==> config.mk <==
export PLATFORM = sky130hd
export DESIGN_NAME = muldiv_unit
export DESIGN_NICKNAME = d
export VERILOG_FILES = /design/src/rtl/muldiv_pkg.sv /design/src/rtl/muldiv_prep.sv /design/src/rtl/muldiv_engine.sv /design/src/rtl/muldiv_unit.sv
export SDC_FILE = /design/constraint.sdc
export NUM_CORES = 1
export LEC_CHECK = 0
export ABC_CLOCK_PERIOD_IN_PS = 7700
export BUFFER_PORTS_ARGS = -buffer_cell sky130_fd_sc_hd__buf_2
export CAP_MARGIN = 20
export CORE_AREA = 8 8 271 221
export DETAILED_ROUTE_END_ITERATION = 6
export DIE_AREA = 0 0 279 229
export SETUP_SLACK_MARGIN = 0.1
export SLEW_MARGIN = 10
export SYNTH_ARGS = -nofsm -noshare
export SYNTH_HDL_FRONTEND = slang
export SYNTH_SLANG_ARGS = --single-unit
export TNS_END_PERCENT = 50
==> constraint.sdc <==
create_clock -name clk -period 7.7 [get_ports clk]
set_input_delay 0.77 -clock clk [delete_from_list [all_inputs] [get_ports clk]]
set_output_delay 0.77 -clock clk [all_outputs]
set_load 0.02 [all_outputs]
==> src/rtl/muldiv_pkg.sv <==
package muldiv_pkg;

  // command word layout: {valid, arith, sel[1:0]}
  typedef struct packed {
    logic       valid;
    logic       arith;
    logic [1:0] sel;
  } cmd_t;

  // sel meanings when arith is clear
  typedef enum logic [1:0] {
    XF_RD_HI = 2'b00,
    XF_WR_HI = 2'b01,
    XF_RD_LO = 2'b10,
    XF_WR_LO = 2'b11
  } xfer_e;

  // sel bit 0 = unsigned, bit 1 = divide when arith is set
  localparam int unsigned SEL_UNSIGNED_BIT = 0;
  localparam int unsigned SEL_DIVIDE_BIT   = 1;

endpackage

==> src/rtl/muldiv_prep.sv <==
module muldiv_prep #(
  parameter int unsigned W = 32
) (
  input  logic [W-1:0] op_a,
  input  logic [W-1:0] op_b,
  input  logic         is_signed,
  output logic [W-1:0] mag_a,
  output logic [W-1:0] mag_b,
  output logic         neg_main,
  output logic         neg_rem
);

  logic [1:0][W-1:0] ops;
  logic [1:0][W-1:0] mags;
  logic [1:0]        negs;

  assign ops = {op_b, op_a};

  // absolute value of each operand when the operation is signed
  for (genvar i = 0; i < 2; i++) begin : g_abs
    assign negs[i] = is_signed & ops[i][W-1];
    assign mags[i] = negs[i] ? (~ops[i] + 1'b1) : ops[i];
  end

  assign mag_a    = mags[0];
  assign mag_b    = mags[1];
  assign neg_main = negs[0] ^ negs[1];
  assign neg_rem  = negs[0];

endmodule

==> src/rtl/muldiv_engine.sv <==
module muldiv_engine #(
  parameter int unsigned W = 32
) (
  input  logic         clk,
  input  logic         rst,
  input  logic         start,
  input  logic         kill,
  input  logic         is_div,
  input  logic         neg_main,
  input  logic         neg_rem,
  input  logic [W-1:0] mag_a,
  input  logic [W-1:0] mag_b,
  output logic         busy,
  output logic         done,
  output logic [W-1:0] res_hi,
  output logic [W-1:0] res_lo
);

  localparam int unsigned CNT_W = $clog2(W + 1);
  localparam int unsigned WW    = 2 * W;

  logic [WW-1:0]    work_q;
  logic [W-1:0]     opnd_q;
  logic [CNT_W-1:0] cnt_q;
  logic             busy_q, div_q, negm_q, negr_q;

  logic [W:0]       sum, rem_sh, diff;
  logic [WW-1:0]    mul_next, div_next, nxt, prod_fix;

  // shift-and-add step: add the multiplicand when the low bit is set, shift right
  always_comb begin
    sum      = {1'b0, work_q[WW-1:W]} + (work_q[0] ? {1'b0, opnd_q} : '0);
    mul_next = {sum, work_q[W-1:1]};
  end

  // restoring step: shift the next dividend bit into the remainder and try a subtract
  always_comb begin
    rem_sh = {work_q[WW-1:W], work_q[W-1]};
    diff   = rem_sh - {1'b0, opnd_q};
    if (diff[W])
      div_next = {rem_sh[W-1:0], work_q[W-2:0], 1'b0};
    else
      div_next = {diff[W-1:0], work_q[W-2:0], 1'b1};
  end

  assign nxt      = div_q ? div_next : mul_next;
  assign prod_fix = negm_q ? (~nxt + 1'b1) : nxt;

  always_comb begin
    if (div_q) begin
      res_lo = negm_q ? (~nxt[W-1:0] + 1'b1) : nxt[W-1:0];
      res_hi = negr_q ? (~nxt[WW-1:W] + 1'b1) : nxt[WW-1:W];
    end else begin
      res_lo = prod_fix[W-1:0];
      res_hi = prod_fix[WW-1:W];
    end
  end

  assign done = busy_q && (cnt_q == CNT_W'(1));
  assign busy = busy_q;

  always_ff @(posedge clk) begin
    if (rst) begin
      work_q <= '0;
      opnd_q <= '0;
      cnt_q  <= '0;
      busy_q <= 1'b0;
      div_q  <= 1'b0;
      negm_q <= 1'b0;
      negr_q <= 1'b0;
    end else if (start) begin
      work_q <= {{W{1'b0}}, mag_a};
      opnd_q <= mag_b;
      cnt_q  <= CNT_W'(W);
      busy_q <= 1'b1;
      div_q  <= is_div;
      negm_q <= neg_main;
      negr_q <= neg_rem;
    end else if (kill) begin
      cnt_q  <= '0;
      busy_q <= 1'b0;
    end else if (busy_q) begin
      work_q <= nxt;
      cnt_q  <= cnt_q - 1'b1;
      if (cnt_q == CNT_W'(1))
        busy_q <= 1'b0;
    end
  end

endmodule

==> src/rtl/muldiv_unit.sv <==
module muldiv_unit #(
  parameter int unsigned W = 32
) (
  input  logic         clk,
  input  logic         rst,
  input  logic [W-1:0] op_a,
  input  logic [W-1:0] op_b,
  input  logic [3:0]   cmd,
  output logic [W-1:0] result,
  output logic         busy
);
  import muldiv_pkg::*;

  cmd_t         c;
  logic         xfer, start;
  logic [W-1:0] mag_a, mag_b;
  logic         neg_main, neg_rem, done;
  logic [W-1:0] res_hi, res_lo;
  logic [W-1:0] hi_q, lo_q, hi_n, lo_n, result_q;
  logic         rd_lo_q, rd_lo_n;

  assign c     = cmd_t'(cmd);
  assign xfer  = c.valid & ~c.arith;
  assign start = c.valid &  c.arith;

  muldiv_prep #(.W(W)) u_prep (
    .op_a      (op_a),
    .op_b      (op_b),
    .is_signed (~c.sel[SEL_UNSIGNED_BIT]),
    .mag_a     (mag_a),
    .mag_b     (mag_b),
    .neg_main  (neg_main),
    .neg_rem   (neg_rem)
  );

  muldiv_engine #(.W(W)) u_engine (
    .clk      (clk),
    .rst      (rst),
    .start    (start),
    .kill     (c.valid),
    .is_div   (c.sel[SEL_DIVIDE_BIT]),
    .neg_main (neg_main),
    .neg_rem  (neg_rem),
    .mag_a    (mag_a),
    .mag_b    (mag_b),
    .busy     (busy),
    .done     (done),
    .res_hi   (res_hi),
    .res_lo   (res_lo)
  );

  // a new valid command always takes priority over a completing operation
  always_comb begin
    hi_n    = hi_q;
    lo_n    = lo_q;
    rd_lo_n = rd_lo_q;
    if (xfer) begin
      case (xfer_e'(c.sel))
        XF_RD_HI: rd_lo_n = 1'b0;
        XF_WR_HI: hi_n    = op_a;
        XF_RD_LO: rd_lo_n = 1'b1;
        XF_WR_LO: lo_n    = op_a;
        default:  ;
      endcase
    end else if (done && !c.valid) begin
      hi_n = res_hi;
      lo_n = res_lo;
    end
  end

  always_ff @(posedge clk) begin
    if (rst) begin
      hi_q     <= '0;
      lo_q     <= '0;
      rd_lo_q  <= 1'b0;
      result_q <= '0;
    end else begin
      hi_q     <= hi_n;
      lo_q     <= lo_n;
      rd_lo_q  <= rd_lo_n;
      result_q <= rd_lo_n ? lo_n : hi_n;
    end
  end

  assign result = result_q;

endmodule

Yosys cells after proc, flatten, opt, wreduce, memory -nomap -nowiden. Index checks and enable logic that the tools add are counted.

Equal/unequal tests: 5. Reductions and logical operators: 10. Divide/modulo/power cells: 0. Add/sub/neg operators: 8. Mux-type cells: 29. Bitwise operators: 13. Shift-type cells: 0. $lt $le $gt $ge: 0. $mul: 0.

Operators by type and width (number): two-way mux 32 bit (17); two-way mux 64 bit (3); adder 32 x 1 -> 32 bit (second input constant) (4); inverter 32 bit (4); adder 64 x 1 -> 64 bit (second input constant) (1); inverter 64 bit (1); adder 32 x 32 -> 33 bit (1); subtractor 33 x 32 -> 33 bit (1); two-way mux 6 bit (3); equality test 6 x 1 -> 1 bit (second input constant) (1); subtractor 6 x 1 -> 6 bit (second input constant) (1); two-way mux 1 bit (5); AND 1 bit (4); equality test 2 bit (second input constant) (2); AND reduction 2 bit (2); inverter 1 bit (3); nonzero test 3 bit (1); OR reduction 3 bit (1); equality test 2 x 1 -> 1 bit (second input constant) (1); logical AND 1 bit (2); zero test 2 bit (1); inequality test 2 x 1 -> 1 bit (second input constant) (1); one-hot mux 1 bit (2 select lines) (1); nonzero test 2 bit (1); other kinds (3) (3).

Logic and storage cells: 78. Output and inout port bits: 33. ROM bits: 0. Memory bits (writable): 0. Latch bits: 0. Memories kept: 0. Register bits after elaboration: 203. Input bits: 70.

Logic depth before layout (Yosys ltp).
Depth in word-level cells: 10. Mapped depth: 24. Depth with buffers taken out: 23.

Modules after synthesis. From an unflattened synthesis, not the netlist that was laid out.

Cell total of the unflattened synthesis: 2294. Area total of the unflattened synthesis: 17908.4 sq um.

Modules (own cells, without submodules): muldiv_engine (instances 1, area an instance 10933.0 sq um, cells an instance 1551, sequential area each 2122.0 sq um); muldiv_unit (instances 1, area an instance 5400.2 sq um, cells an instance 508, sequential area each 1941.9 sq um); muldiv_prep (instances 1, area an instance 1575.3 sq um, cells an instance 235, sequential area each 0.0 sq um).

Least setup slack after synthesis. Ideal clock, no wire load.

Path kind: reg2reg. Start point: register u_engine.work_q[31]. End point: register result_q[22] (netlist: result[22]). Arrival: 4.314 ns. Stages on the path, launching flop included: 23. Setup slack: 3.316 ns. Clock period less this slack: 4.384 ns. Path through: dfxtp_1 inv_1 ha_1 inv_1 fa_1 a211oi_2 nor3_2 o211ai_2 a21oi_2 a2111oi_1 a21oi_1 ha_1 o221ai_1 nor2_1 o21a_1 nand3_1 or3_1 nand2_1 a31oi_1 mux2i_1 nor2_1 a2111oi_2 o2bb2ai_1.

Word-level cells in the longest chain between the ends: 10. Elaborated cells between the ends (all ways): 19. Classes of those cells: 4 x add/sub; 12 x mux; 3 x bitwise.

Ends and longest elaborated chain: start: declaration (line muldiv_engine.sv:22) `logic [WW-1:0] work_q;`; start signal: assignment (line muldiv_engine.sv:72) `work_q <= {{W{1'b0}}, mag_a};`; start signal: assignment (line muldiv_engine.sv:83) `work_q <= nxt;`; subtractor 33 x 32 -> 33 bit (line muldiv_engine.sv:39) `diff = rem_sh - {1'b0, opnd_q};`; two-way mux 64 bit (line muldiv_engine.sv:40) `if (diff[W])`; two-way mux 64 bit (*) (line muldiv_engine.sv:46) `assign nxt = div_q ? div_next : mul_next;`; inverter 64 bit (tied with other cells) (line muldiv_engine.sv:47) `assign prod_fix = negm_q ? (~nxt + 1'b1) : nxt;`; adder 64 x 1 -> 64 bit (tied with other cells) (line muldiv_engine.sv:47); two-way mux 64 bit (tied with other cells) (line muldiv_engine.sv:47); two-way mux 32 bit (line muldiv_engine.sv:50) `if (div_q) begin`; two-way mux 32 bit (line muldiv_unit.sv:65) `end else if (done && !c.valid) begin`; two-way mux 32 bit (line muldiv_unit.sv:57) `if (xfer) begin`; two-way mux 32 bit (*) (line muldiv_unit.sv:81) `result_q <= rd_lo_n ? lo_n : hi_n;`; end signal: assignment (line muldiv_unit.sv:81); end: declaration (line muldiv_unit.sv:19) `logic [W-1:0] hi_q, lo_q, hi_n, lo_n, result_q;`.

Mark *: on every way between the ends. The rest lies on a longest branch, timed or not. A chain may end at the register's enable or synchronous reset.

Worst setup path in the final report.
Start point: register u_engine.work_q[31]. End point: register result_q[26] (netlist: result[26]).

Same word-level chain as after synthesis.

==> summary.md <==
| Metric | Value |
|---|---|
| GPL Wtd Cong | just under 1 |
| Synth-to-Final Area Change | 12.4% |
| DRT Wirelength | around 70 mm |
| Synthesized area | 0.0165 mm2 |
| Clk pwr share | 38.3% |
| Net Switching | about 1100 uW |
| Leakage | ~0.007 uW |
| Worst setup path end | result[26] |
| Largest net degree at the start of global routing | 98 |
| Worst Setup End Kind | flip-flop |
| RSZ-0062 raised after global routing | no |
| Skew-Pair Late Insertion Delay | 0.57 ns |
| Site Rows | 78 |
| Warnings from Yosys | 0 |
| Logic pwr share | 25.7% |
| Fin. Hold Viols | 0 |
| Worst VDD drop | approximately 0.00015 V |
| Flop pwr share | 36.1% |
| Post-synth ARST share | 0% |
| Die Y | between 200 and 250 um |
| Post-CTS Resized | 0 |
| Buf+Inv Stages, Crit Path | 3 |
| Wire per inst | between 20 and 25 um |
| Area occupied by registers | about 0.004 mm2 |
| Setup TNS | 0 ns |
| CTS H-tree lvls | 1 |
| Max Clock Freq | between 0.15 and 0.2 GHz |
| Seq/Total Area, Yosys | between 20 and 25% |
| Worst EP arrival | ~6.5 ns |
| CP max stage cell | o32ai_1 |
| Number of post-CTS setup repair buffers | 0 |
| Cell variety after synth | ~100 |
| Period minus WS final | between 6 and 7 ns |
| Hold_buf cts | 0 |
| Total core area | around 0.056 mm2 |
| Crit-path cells | inv_1 > ha_1 > inv_1 > fa_1 > a211oi_2 > nor3_2 > o211ai_2 > a21bo_1 > a2111oi_1 > buf_4 > a21oi_1 > ha_1 > o221ai_1 > nor2_1 > o21a_1 > nand3_1 > or3_1 > nand2_1 > and3_1 > a41oi_1 > xor2_1 > nor2_1 > o32ai_1 |
| Vias per cell | approximately 5.8 |
| #FFs+latches synth | approximately 200 |
| Number of global-route vias before repair | 16700 |
| Via count | 17700 |
| WS Path Type | reg2reg |
| Max Cap Violations | 0 |
| Fin. max-slew vios | 0 |
| Final worst-path cycle share | 78.8% |
| Crit-path max cell delay | about 0.5 ns |
| Total Die Area | roughly 0.064 mm2 |
| Internal power | approximately 2100 uW |
| Place WS | around 1.6 ns |
| Cells after Synth | 2218 |
| Min-Delay Path Depth | 2 |
| Layout Skew | 0.0212 ns |
| Syn_nets | between 2000 and 2500 |
| Share of layout cells above drive strength 1 | between 10 and 15% |
| RR Endpoint | result[26] |
| CP delay by family, top | compound AO/OA/AOI/OAI gates |
| Reg2Reg Setup Slack | approximately 1.6 ns |
| Initial antenna violation count | 2 |
| Switching Fraction | 35.2% |
| CTS Buf Count | 25 |
| Multi-input gate area | about 0.012 mm2 |
| Critical Path Fanout Max | 9 |
| CP required | ~8.1 ns |
| Clock-pin slew on the worst setup and hold paths | about 0.06 ns |
| Root Driver | clkbuf_16 |
| DIE WIDTH | ~280 um |
| Mean Syn Cell Area | roughly 7.4 um2 |
| Reg-to-reg critical path startpoint | u_engine.work_q[31] |
| Sink Count | 203 |
| Antenna Violating Nets Remaining | 0 |
| Synth Flop Type | dfxtp_1 |
| Max_slew headroom | about 16% |
| Final setup violation count | 0 |
| Clk buf depth | 3 |
| CTS tree | built |
| DR iter-0 viols | between 1500 and 2000 |
| Initial Utilization | 29.5% |
| Startpoint types | flip-flop |
| Total GRT Usage | about a fifth |
| Layout fillers | 5980 |
| CP startpoint | u_engine.work_q[31] |
| Final HPWL DP | 51.9 mm |
| CP Depth | 23 |
| Number of synthesized flops with an enable pin | 0 |
| First-pass GRT wire length | approximately 100 mm |
| First-pass iteration count of the detailed router | 6 |
| Nets | approximately 2400 |
| Worst-Margin Slew | between 1 and 1.5 ns |
| R2R depth | 23 |
| Outcome | completed |
| Io pins | between 100 and 150 |
| Power per cell area | approximately 170 mW/mm2 |
| DRC Markers | 0 |
| Final worst setup slack | between 1.5 and 2 ns |
| Hold/Removal Path Class | in2reg |
| Grt total ovfl | 0 |
| IO Port Bufs | around 100 |
==> placed cells by master, fill, tap and decap left out, drive strengths merged, types with 40 or more instances in the layout <==
master / instances
a211oi: 94
nor3: 55
inv: 66
nor2: 288
o21ai: 102
and2: 43
a21oi: 179
mux2i: 40
xnor2: 86
buf: 138
nand2: 227
dfxtp: 203
ha: 70
xor2: 58
==> area by class of cell <==
cell class / count / area share (%)
Inverter: 65 / 1.32
Antenna cell: 1 / 0.0135
Sequential cell: 203 / 22.0
Tap cell: 760 / 5.14
Timing Repair Buffer: 139 / 4.26
Multi-Input combinational cell: 1812 / 62.8
Clock inverter: 13 / 0.643
Clock buffer: 33 / 3.82
==> power groups by stage <==
stage	registers [uW]	clock network, uW	logic, uW
2_1_floorplan	1160	0	532
3_3_place_gp	1170	0	792
3_5_place_dp	1170	0	793
4_1_cts	1150	1240	797
5_1_grt	1160	1280	879
6_report	1150	1220	818
==> synth_stat cells (all sizes together), types with 32 or more instances <==
library cell  number  area [um2]
xnor2             86         753
inv               65         244
o21ai            102         510
nor2             288        1080
nand3             37         185
o221ai            34         298
dfxtp            203        4060
buf               32         168
xor2              58         508
mux2i             40         400
or3               36         225
a211oi            94         723
nor3              55         280
nand2            227         855
clkbuf           106         399
and2              43         269
a21oi            179         900
ha                70         876
==> stage by stage <==
stage	hold WS, ns	instance area (um2)	utilization [%]	std cells	total power [uW]
floorplan	0.440	16500	-	2218	1690
global placement	0.459	17700	31.7	2978	1960
detailed placement	0.465	17700	31.7	2978	1960
CTS	0.343	18500	33.2	3024	3190
global route	0.345	18500	33.2	3025	3310
finish	0.361	18500	33.2	3026	3190
==> layer usage <==
layer / global-route usage, % / wire length, um
met4: 5.65 / 2060
met5: 0 / 0
met1: 29.2 / 31500
met3: 3.90 / 6310
met2: 31.1 / 29000
==> worst min path at each step <==
stage                   startpoint             endpoint
2_1_floorplan  u_engine.opnd_q[21]  u_engine.opnd_q[21]
3_3_place_gp   u_engine.opnd_q[31]  u_engine.opnd_q[31]
3_5_place_dp   u_engine.opnd_q[21]  u_engine.opnd_q[21]
4_1_cts                        rst            result[1]
5_1_grt                        rst            result[1]
6_report                       rst            result[1]
==> logic make-up after synthesis <==
family	Yosys count	synth area share, %
AND/OR/NAND/NOR	852	24.7
adder cells (fa/ha/maj)	72	5.56
buffers and inverters	203	4.93
multiplexers	59	3.73
XOR/XNOR	144	7.66
AO/OA/AOI/OAI	685	28.7
flip-flops	203	24.7
==> registers in the layout, summed over array words and instances (netlist names) <==
register         cells
u_engine.negm_q      1
u_engine.work_q     64
hi_q                32
rd_lo_q              1
lo_q                32
u_engine.busy        1
result              32
u_engine.div_q       1
u_engine.negr_q      1
u_engine.cnt_q       6
u_engine.opnd_q     32
No activity file was read; power rests on OpenSTA's default activity.
